File: config.mk
export PLATFORM = sky130hd
export DESIGN_NAME = byte_parity_guard
export DESIGN_NICKNAME = d
export VERILOG_FILES = /design/src/rtl/bpar_pkg.sv /design/src/rtl/bpar_gen.sv /design/src/rtl/bpar_chk.sv /design/src/rtl/bpar_errbank.sv /design/src/rtl/byte_parity_guard.sv
export SDC_FILE = /design/constraint.sdc
export NUM_CORES = 1
export LEC_CHECK = 0
export ABC_AREA = 1
export BUFFER_PORTS_ARGS = -buffer_cell sky130_fd_sc_hd__buf_4
export CORE_MARGIN = 8
export CORE_UTILIZATION = 53
export CTS_BUF_LIST = sky130_fd_sc_hd__clkbuf_4
export DETAILED_ROUTE_END_ITERATION = 6
export PLACE_DENSITY = 0.88
export SYNTH_ARGS = -nofsm -noshare
export SYNTH_HDL_FRONTEND = slang
export SYNTH_SLANG_ARGS = --single-unit
File: constraint.sdc
create_clock -name clk -period 4.5 [get_ports clk]
set_clock_uncertainty 0.2 [all_clocks]
set_input_delay 0.675 -clock clk [delete_from_list [all_inputs] [get_ports clk]]
set_output_delay 0.675 -clock clk [all_outputs]
set_load 0.01 [all_outputs]
File: src/rtl/bpar_pkg.sv
package bpar_pkg;
  typedef enum logic [1:0] {
    PAR_NONE = 2'd0,
    PAR_EVEN = 2'd1,
    PAR_ODD  = 2'd2,
    PAR_RSVD = 2'd3
  } par_mode_e;
endpackage

File: src/rtl/bpar_gen.sv
module bpar_gen
  import bpar_pkg::*;
#(
  parameter int NBYTES = 4
) (
  input  par_mode_e             mode_i,
  input  logic [8*NBYTES-1:0]   data_i,
  output logic [NBYTES-1:0]     par_o
);
  for (genvar i = 0; i < NBYTES; i++) begin : g_lane
    logic ones_odd;
    assign ones_odd = ^data_i[8*i +: 8];
    assign par_o[i] = (mode_i == PAR_EVEN) ? ones_odd :
                      (mode_i == PAR_ODD)  ? ~ones_odd : 1'b0;
  end
endmodule

File: src/rtl/bpar_chk.sv
module bpar_chk
  import bpar_pkg::*;
#(
  parameter int NBYTES = 4
) (
  input  par_mode_e             mode_i,
  input  logic [8*NBYTES-1:0]   data_i,
  input  logic [NBYTES-1:0]     par_i,
  input  logic [NBYTES-1:0]     be_i,
  output logic                  err_o
);
  logic [NBYTES-1:0] expect_par;
  logic [NBYTES-1:0] lane_bad;
  logic              active;

  bpar_gen #(.NBYTES(NBYTES)) u_regen (
    .mode_i (mode_i),
    .data_i (data_i),
    .par_o  (expect_par)
  );

  assign active   = (mode_i == PAR_EVEN) || (mode_i == PAR_ODD);
  assign lane_bad = (expect_par ^ par_i) & be_i;
  assign err_o    = active && (|lane_bad);
endmodule

File: src/rtl/bpar_errbank.sv
module bpar_errbank #(
  parameter int ADDR_W = 16
) (
  input  logic              clk,
  input  logic              rst_n,
  input  logic              cap_i,
  input  logic [ADDR_W-1:0] addr_i,
  input  logic              clr_i,
  output logic              valid_o,
  output logic [ADDR_W-1:0] addr_o
);
  logic              valid_q;
  logic [ADDR_W-1:0] addr_q;

  always_ff @(posedge clk or negedge rst_n) begin
    if (!rst_n) begin
      valid_q <= 1'b0;
      addr_q  <= '0;
    end else begin
      if (clr_i) valid_q <= 1'b0;
      if (cap_i && (!valid_q || clr_i)) begin
        valid_q <= 1'b1;
        addr_q  <= addr_i;
      end
    end
  end

  assign valid_o = valid_q;
  assign addr_o  = addr_q;

  // a held error survives later captures
  assert_first_kept_R7: assert property (@(posedge clk) disable iff (!rst_n)
    (valid_q && !clr_i) |=> (valid_q && $stable(addr_q)));

  // an empty register takes the offered address
  assert_capture_R6: assert property (@(posedge clk) disable iff (!rst_n)
    (cap_i && !valid_q) |=> (valid_q && addr_q == $past(addr_i)));

  // clear without capture empties the register
  assert_clear_R8: assert property (@(posedge clk) disable iff (!rst_n)
    (clr_i && !cap_i) |=> !valid_q);
endmodule

File: src/rtl/byte_parity_guard.sv
module byte_parity_guard
  import bpar_pkg::*;
#(
  parameter int DATA_BYTES = 4,
  parameter int ADDR_W     = 16,
  parameter int NUM_BANKS  = 4,
  parameter logic [NUM_BANKS-1:0] SRAM_BANKS = 4'b0111,
  localparam int BANK_W = (NUM_BANKS > 1) ? $clog2(NUM_BANKS) : 1,
  localparam int DATA_W = 8 * DATA_BYTES
) (
  input  logic                  clk,
  input  logic                  rst_n,
  input  logic [1:0]            par_mode,
  input  logic                  wr_in_valid,
  output logic                  wr_in_ready,
  input  logic [BANK_W-1:0]     wr_in_bank,
  input  logic [ADDR_W-1:0]     wr_in_addr,
  input  logic [DATA_W-1:0]     wr_in_data,
  input  logic [DATA_BYTES-1:0] wr_in_be,
  output logic                  wr_out_valid,
  input  logic                  wr_out_ready,
  output logic [BANK_W-1:0]     wr_out_bank,
  output logic [ADDR_W-1:0]     wr_out_addr,
  output logic [DATA_W-1:0]     wr_out_data,
  output logic [DATA_BYTES-1:0] wr_out_be,
  output logic [DATA_BYTES-1:0] wr_out_par,
  input  logic                  rd_in_valid,
  output logic                  rd_in_ready,
  input  logic [BANK_W-1:0]     rd_in_bank,
  input  logic [ADDR_W-1:0]     rd_in_addr,
  input  logic [DATA_W-1:0]     rd_in_data,
  input  logic [DATA_BYTES-1:0] rd_in_par,
  input  logic [DATA_BYTES-1:0] rd_in_be,
  output logic                  rd_out_valid,
  input  logic                  rd_out_ready,
  output logic [DATA_W-1:0]     rd_out_data,
  output logic                  rd_out_err,
  input  logic [BANK_W-1:0]     err_sel,
  output logic                  err_rd_valid,
  output logic [ADDR_W-1:0]     err_rd_addr,
  input  logic                  err_clr,
  input  logic [BANK_W-1:0]     err_clr_bank
);
  par_mode_e mode;
  par_mode_e wr_mode;
  par_mode_e rd_mode;
  logic      rd_accept;
  logic      chk_err;

  assign mode    = par_mode_e'(par_mode);
  assign wr_mode = SRAM_BANKS[wr_in_bank] ? mode : PAR_NONE;
  assign rd_mode = SRAM_BANKS[rd_in_bank] ? mode : PAR_NONE;

  // Write stream: pure pass-through plus parity lanes
  assign wr_out_valid = wr_in_valid;
  assign wr_in_ready  = wr_out_ready;
  assign wr_out_bank  = wr_in_bank;
  assign wr_out_addr  = wr_in_addr;
  assign wr_out_data  = wr_in_data;
  assign wr_out_be    = wr_in_be;

  bpar_gen #(.NBYTES(DATA_BYTES)) u_gen (
    .mode_i (wr_mode),
    .data_i (wr_in_data),
    .par_o  (wr_out_par)
  );

  // Read stream: pass-through plus check
  assign rd_out_valid = rd_in_valid;
  assign rd_in_ready  = rd_out_ready;
  assign rd_out_data  = rd_in_data;

  bpar_chk #(.NBYTES(DATA_BYTES)) u_chk (
    .mode_i (rd_mode),
    .data_i (rd_in_data),
    .par_i  (rd_in_par),
    .be_i   (rd_in_be),
    .err_o  (chk_err)
  );

  assign rd_out_err = chk_err;
  assign rd_accept  = rd_in_valid && rd_out_ready;

  // Per-bank error capture
  logic              bank_valid [NUM_BANKS];
  logic [ADDR_W-1:0] bank_addr  [NUM_BANKS];

  for (genvar b = 0; b < NUM_BANKS; b++) begin : g_bank
    logic cap;
    logic clr;
    assign cap = rd_accept && chk_err && (rd_in_bank == BANK_W'(b));
    assign clr = err_clr && (err_clr_bank == BANK_W'(b));
    bpar_errbank #(.ADDR_W(ADDR_W)) u_errbank (
      .clk     (clk),
      .rst_n   (rst_n),
      .cap_i   (cap),
      .addr_i  (rd_in_addr),
      .clr_i   (clr),
      .valid_o (bank_valid[b]),
      .addr_o  (bank_addr[b])
    );
  end

  assign err_rd_valid = bank_valid[err_sel];
  assign err_rd_addr  = bank_addr[err_sel];

  // generated bits obey the selected polarity on every lane
  for (genvar g = 0; g < DATA_BYTES; g++) begin : g_sva_lane
    assert_par_polarity_R1: assert property (@(posedge clk) disable iff (!rst_n)
      (SRAM_BANKS[wr_in_bank] && (par_mode == 2'd1 || par_mode == 2'd2)) |->
        ((^{wr_out_data[8*g +: 8], wr_out_par[g]}) == (par_mode == 2'd2)));
  end

  // no-parity modes stay silent
  assert_none_quiet_R2: assert property (@(posedge clk) disable iff (!rst_n)
    (par_mode == 2'd0 || par_mode == 2'd3) |-> (!rd_out_err && wr_out_par == '0));

  // banks outside the SRAM mask never flag
  assert_nonsram_quiet_R3: assert property (@(posedge clk) disable iff (!rst_n)
    !SRAM_BANKS[rd_in_bank] |-> !rd_out_err);

  // an error needs at least one enabled lane
  assert_err_needs_lane_R5: assert property (@(posedge clk) disable iff (!rst_n)
    rd_out_err |-> (|rd_in_be));

  // a beat held back by ready leaves the selected register unchanged
  assert_no_capture_stalled_R9: assert property (@(posedge clk) disable iff (!rst_n)
    (!rd_out_ready && !err_clr && $stable(err_sel)) |=> $stable(err_rd_valid));
endmodule

### Word-level counts from Yosys, hierarchy flattened

Cells that the tools add are included.
Widths: inputs -> output; s select.

| storage, ports and cells | value |
|---|---|
| register bits | 68 |
| logic and storage cells | 107 |

| operators by class | value |
|---|---|
| order comparisons | 3 |
| eq/ne operators | 10 |
| mux-type cells | 36 |
| bitwise logic cells | 11 |
| reductions and logical operators | 39 |

Operators by type and width:

| operator | number |
|---|---|
| $reduce_xor 8->1 | 8 |
| $bmux 16 s2 | 1 |
| $mux 16 | 2 |
| $mux 1 | 28 |
| $logic_and 1x1->1 | 15 |
| $eq 2x2->1 const B | 6 |
| $eq 2x1->1 const B | 4 |
| $not 1->1 | 8 |
| $reduce_bool 2->1 | 4 |
| $bmux 1 s2 | 3 |
| $lt 2x3->1 const B | 2 |
| $logic_or 1x1->1 | 5 |
| $and 4x4->4 | 1 |
| $logic_not 1->1 | 4 |
| $logic_not 2->1 | 2 |
| $mux 2 | 2 |
| $reduce_or 4->1 | 1 |
| $xor 4x4->4 | 1 |
| $ge 3x3->1 const B | 1 |
| $not 2->3 | 1 |

### Longest topological paths before layout

| logic depth | value |
|---|---|
| depth in word-level cells | 14 |
| depth in mapped cells | 18 |
| depth with buffers taken out | 17 |

### By module

Synthesis repeated with hierarchy kept, for this count alone.

| unflattened totals | value |
|---|---|
| cell total of the unflattened synthesis | 1034 |
| area total of the unflattened synthesis | 6089.6 µm² |

Modules (own cells, without submodules):

| module | instances | cells each | area each (µm²) | sequential area each (µm²) |
|---|---|---|---|---|
| bpar_errbank | 4 | 73 | 693.2 | 425.4 |
| byte_parity_guard | 1 | 309 | 1611.5 | 0.0 |
| bpar_gen | 2 | 204 | 800.8 | 0.0 |
| bpar_chk | 1 | 25 | 103.8 | 0.0 |

### Least setup slack after synthesis

No wires, ideal clock.

| timing path | value |
|---|---|
| path kind | input-to-output |
| start | in rd_in_bank[0] |
| end | out rd_out_err |
| arrival | 2.090 ns |
| required time | 3.625 ns |
| setup slack | 1.535 ns |
| stages | 15 |
| buffers on the path | 1 |
| path through | nand2_1 inv_1 nor2_1 inv_1 ha_1 inv_1 nand2_1 nand3b_1 nand2_1 nand2_1 nand3_2 nand2_2 nor2_2 nor2_4 buf_2 |

| between the ends | value |
|---|---|
| longest elaborated chain between the ends | 10 |

RTL lines:

| what | RTL line | source |
|---|---|---|
| start: declaration | byte_parity_guard.sv:29 | `input logic [BANK_W-1:0] rd_in_bank,` |
| $bmux 1 s2 * | byte_parity_guard.sv:52 | `assign rd_mode = SRAM_BANKS[rd_in_bank] ? mode : PAR_NONE;` |
| $mux 1 (not written as such) * | byte_parity_guard.sv:52 |  |
| $mux 2 * | byte_parity_guard.sv:52 |  |
| $eq 2x2->1 | bpar_gen.sv:14, bpar_chk.sv:22 |  |
| $mux 1 | bpar_gen.sv:14 | `(mode_i == PAR_ODD) ? ~ones_odd : 1'b0;` |
| $mux 1 | bpar_gen.sv:13 | `assign par_o[i] = (mode_i == PAR_EVEN) ? ones_odd :` |
| $xor 4x4->4 | bpar_chk.sv:23 | `assign lane_bad = (expect_par ^ par_i) & be_i;` |
| $and 4x4->4 | bpar_chk.sv:23 |  |
| $reduce_or 4->1 | bpar_chk.sv:24 | `assign err_o = active && (\|lane_bad);` |
| $logic_and 1x1->1 * | bpar_chk.sv:24 |  |
| end: declaration | byte_parity_guard.sv:37 | `output logic rd_out_err,` |

Every way passes the cells marked *; elsewhere a longest branch is shown, timed or not. The select of a mux whose other input is x is not followed.

### Worst setup path in the final report

| timing path | value |
|---|---|
| start | in rd_in_bank[1] |
| end | out rd_out_err |

The elaborated chain is that of the path after synthesis.

==> reports/metrics.csv <==
metric,value,unit
status,"finished, final reports clean",
routed_wl,16200,um
clk_path_buf_depth,2,
ir_drop,0.361,mV
port_buffers,192,
syn2layout_area_growth,17.8,%
overflow,0,
syn_avg_cell_area,6.98,um^2
dieWidth,117,um
die_y,117,um
yosysMostFrequentCell,nand2_1,
synth_ff_type,dfrtp_1,
r2r_slack,2.34,ns
worst_pin_slew,0.857,ns
cts_tree,built,
grt_max_degree,69,
firstDrtPassIters,5,
cts_resized,0,
critPathBufInv,5,
drive_gt1_frac,0.287,
worst_setup_path_start_kind,input port,
async_reset_ff_frac,1.00,
period_share,0.728,
dieArea,13600,um^2
grtUsageTotal,0.230,
core_area,9820,um^2
routedWlPerCell,16.3,um
ios,237,
yosys.area.top_type_share,0.317,
worstSetupPathType,input port to output pin,
antenna_found_initial,0,
clock_latency,0.41,ns
nNetsFinal,983,
max_freq,305,MHz
critical_path_arrival,2.40,ns
synth_largest_area_cell,dfrtp_1,
rows,36,
hold_viol,0,
tns,0,ns
antennaDiodeCount,0,
htreeDepth,3,
root_buffer,clkbuf_4,
slowest_delay,0.21,ns
min_period,3.28,ns
final_area,6310,um^2
seq_area_frac_synth,0.317,
cap_violations,0,
place_area,6130,um^2
synth_edf_count,0,
grt_pass1_wl,24600,um
path_delay_family,simple AND/OR/NAND/NOR gates,
ys_top_cells_by_area,"dfrtp_1, nand2_1, buf_4",
crit_chain,buf_4 > nand2_1 > inv_1 > nor2_1 > inv_1 > ha_1 > inv_1 > nand2_1 > nand3b_1 > nand2_1 > nand2_1 > nand3_2 > nand2_2 > nor2_2 > nor2_4 > buf_4,
cts_buffers,9,
antenna_left,0,
clk_pin_slew,0.12,ns
hold_buffers,0,
place_hpwl,11900,um
rsz0062_at_grt,false,
drtIter0Drc,358,
leakagePower,3.58,nW
crit_top_cell,nand2_1,
powerDensity,346,nW/um^2
cts_sinks,68,
syn-num-nets,895,
syn-instance-count,768,
via_count,5274,
crit_required,3.62,ns
start_util,0.546,
routed_via_density,5.31,
synth_area,5360,um^2
slew_headroom,0.429,
grt_pass1_vias,4978,
finalSetupViolations,0,
synth_seq_cells,68,
endpoint_kind,output pin,
crit_slowest_cell,ha_1,
synth_commonest_cells,"nand2_1, buf_4, dfrtp_1",
synth_cell_types,28,
rr_startpoint,g_bank[1].u_errbank.valid_o,
yosysWarnings,0,
finalMaxSlewViolations,0,
r2r_cells,6,
drc,0,
gp_congestion,0.839,
cts_setup_buffers,0,
hold_class,input port to async pin,
crit_fanout,4,
reg2reg_to,g_bank[1].u_errbank.addr_o[15],
where the power goes:
group / switching [mW] / internal (mW) / leakage, nW
logic: 0.435 / 0.343 / 2.60
registers: 0.0974 / 0.793 / 0.873
clock network: 0.227 / 0.289 / 0.101
total: 0.759 / 1.42 / 3.58
worst reg2reg max path: stages (launching register included):
cell and delay [ns]:
dfrtp_1 0.39, o31ai_1 0.11, nand2_1 0.11, nor2_2 0.64
nand4_4 0.37, nand2_1 0.15, nand2_1 0.08
metal layers:
metal	wire length (um)	vias up	global-route usage
met5	0	-	0
met4	503	0	0.103
met3	1390	38	0.0377
met2	8320	243	0.419
met1	6020	2428	0.257
li1	-	2565	-
final cells by class:
| class | instances | area (um^2) |
|---|---|---|
| well taps | 133 | 166 |
| flip-flops and latches | 68 | 1700 |
| multi-input cells | 525 | 2570 |
| fillers | 875 | 3510 |
| repair buffers | 198 | 1490 |
| clock buffers | 10 | 75.1 |
| clock inverters | 6 | 113 |
| inverters | 54 | 203 |
how the worst max path moves through the flow:
stage               depth (start not counted)  slack, ns    endpoint     startpoint
floorplan                                  15       1.53  rd_out_err  rd_in_bank[0]
global placement                           16       1.35  rd_out_err  rd_in_bank[1]
global route                               16       1.11  rd_out_err  rd_in_bank[1]
finish                                     16       1.22  rd_out_err  rd_in_bank[1]
CTS                                        16       1.22  rd_out_err  rd_in_bank[1]
detailed placement                         16       1.23  rd_out_err  rd_in_bank[1]
logic make-up after synthesis:
logic type	synth area share
AO/OA/AOI/OAI	0.0563
XOR/XNOR	0.0458
adder cells (fa/ha/maj)	0.00467
buffers and inverters	0.203
flip-flops	0.317
multiplexers	0.00747
AND/OR/NAND/NOR	0.365
stage by stage:
stage | total power [mW] | cells | setup WS (ns) | hold WS (ns) | util
4_1_cts | 2.19 | 994 | 1.22 | 0.176 | 0.643
3_3_place_gp | 1.65 | 978 | 1.35 | 0.258 | 0.624
3_5_place_dp | 1.67 | 978 | 1.23 | 0.260 | 0.624
2_1_floorplan | 1.43 | 768 | 1.53 | 0.179 | -
6_report | 2.18 | 994 | 1.22 | 0.128 | 0.643
5_1_grt | 2.32 | 994 | 1.11 | 0.208 | 0.643
state kept, by name, indices dropped and copies added, names as in the netlist:
signal	cells
g_bank.u_errbank.addr_o	64
g_bank.u_errbank.valid_o	4
cell usage in the layout (no fill, tap or decap), types with 2 or more instances in the layout:
cell type	count
dfrtp_1	68
o21ai_0	36
buf_4	198
nor2_1	36
nand2_2	11
clkbuf_4	10
ha_1	2
inv_2	10
nor2_2	5
inv_1	44
mux2i_1	4
xnor2_1	24
o31ai_1	2
o22ai_1	17
nand2_1	299
bufinv_16	3
nand4_1	64
xor2_1	4
nand3_1	13
clkinv_4	2
nand4_4	4
Note: power is estimated with default switching activity, not from simulation.
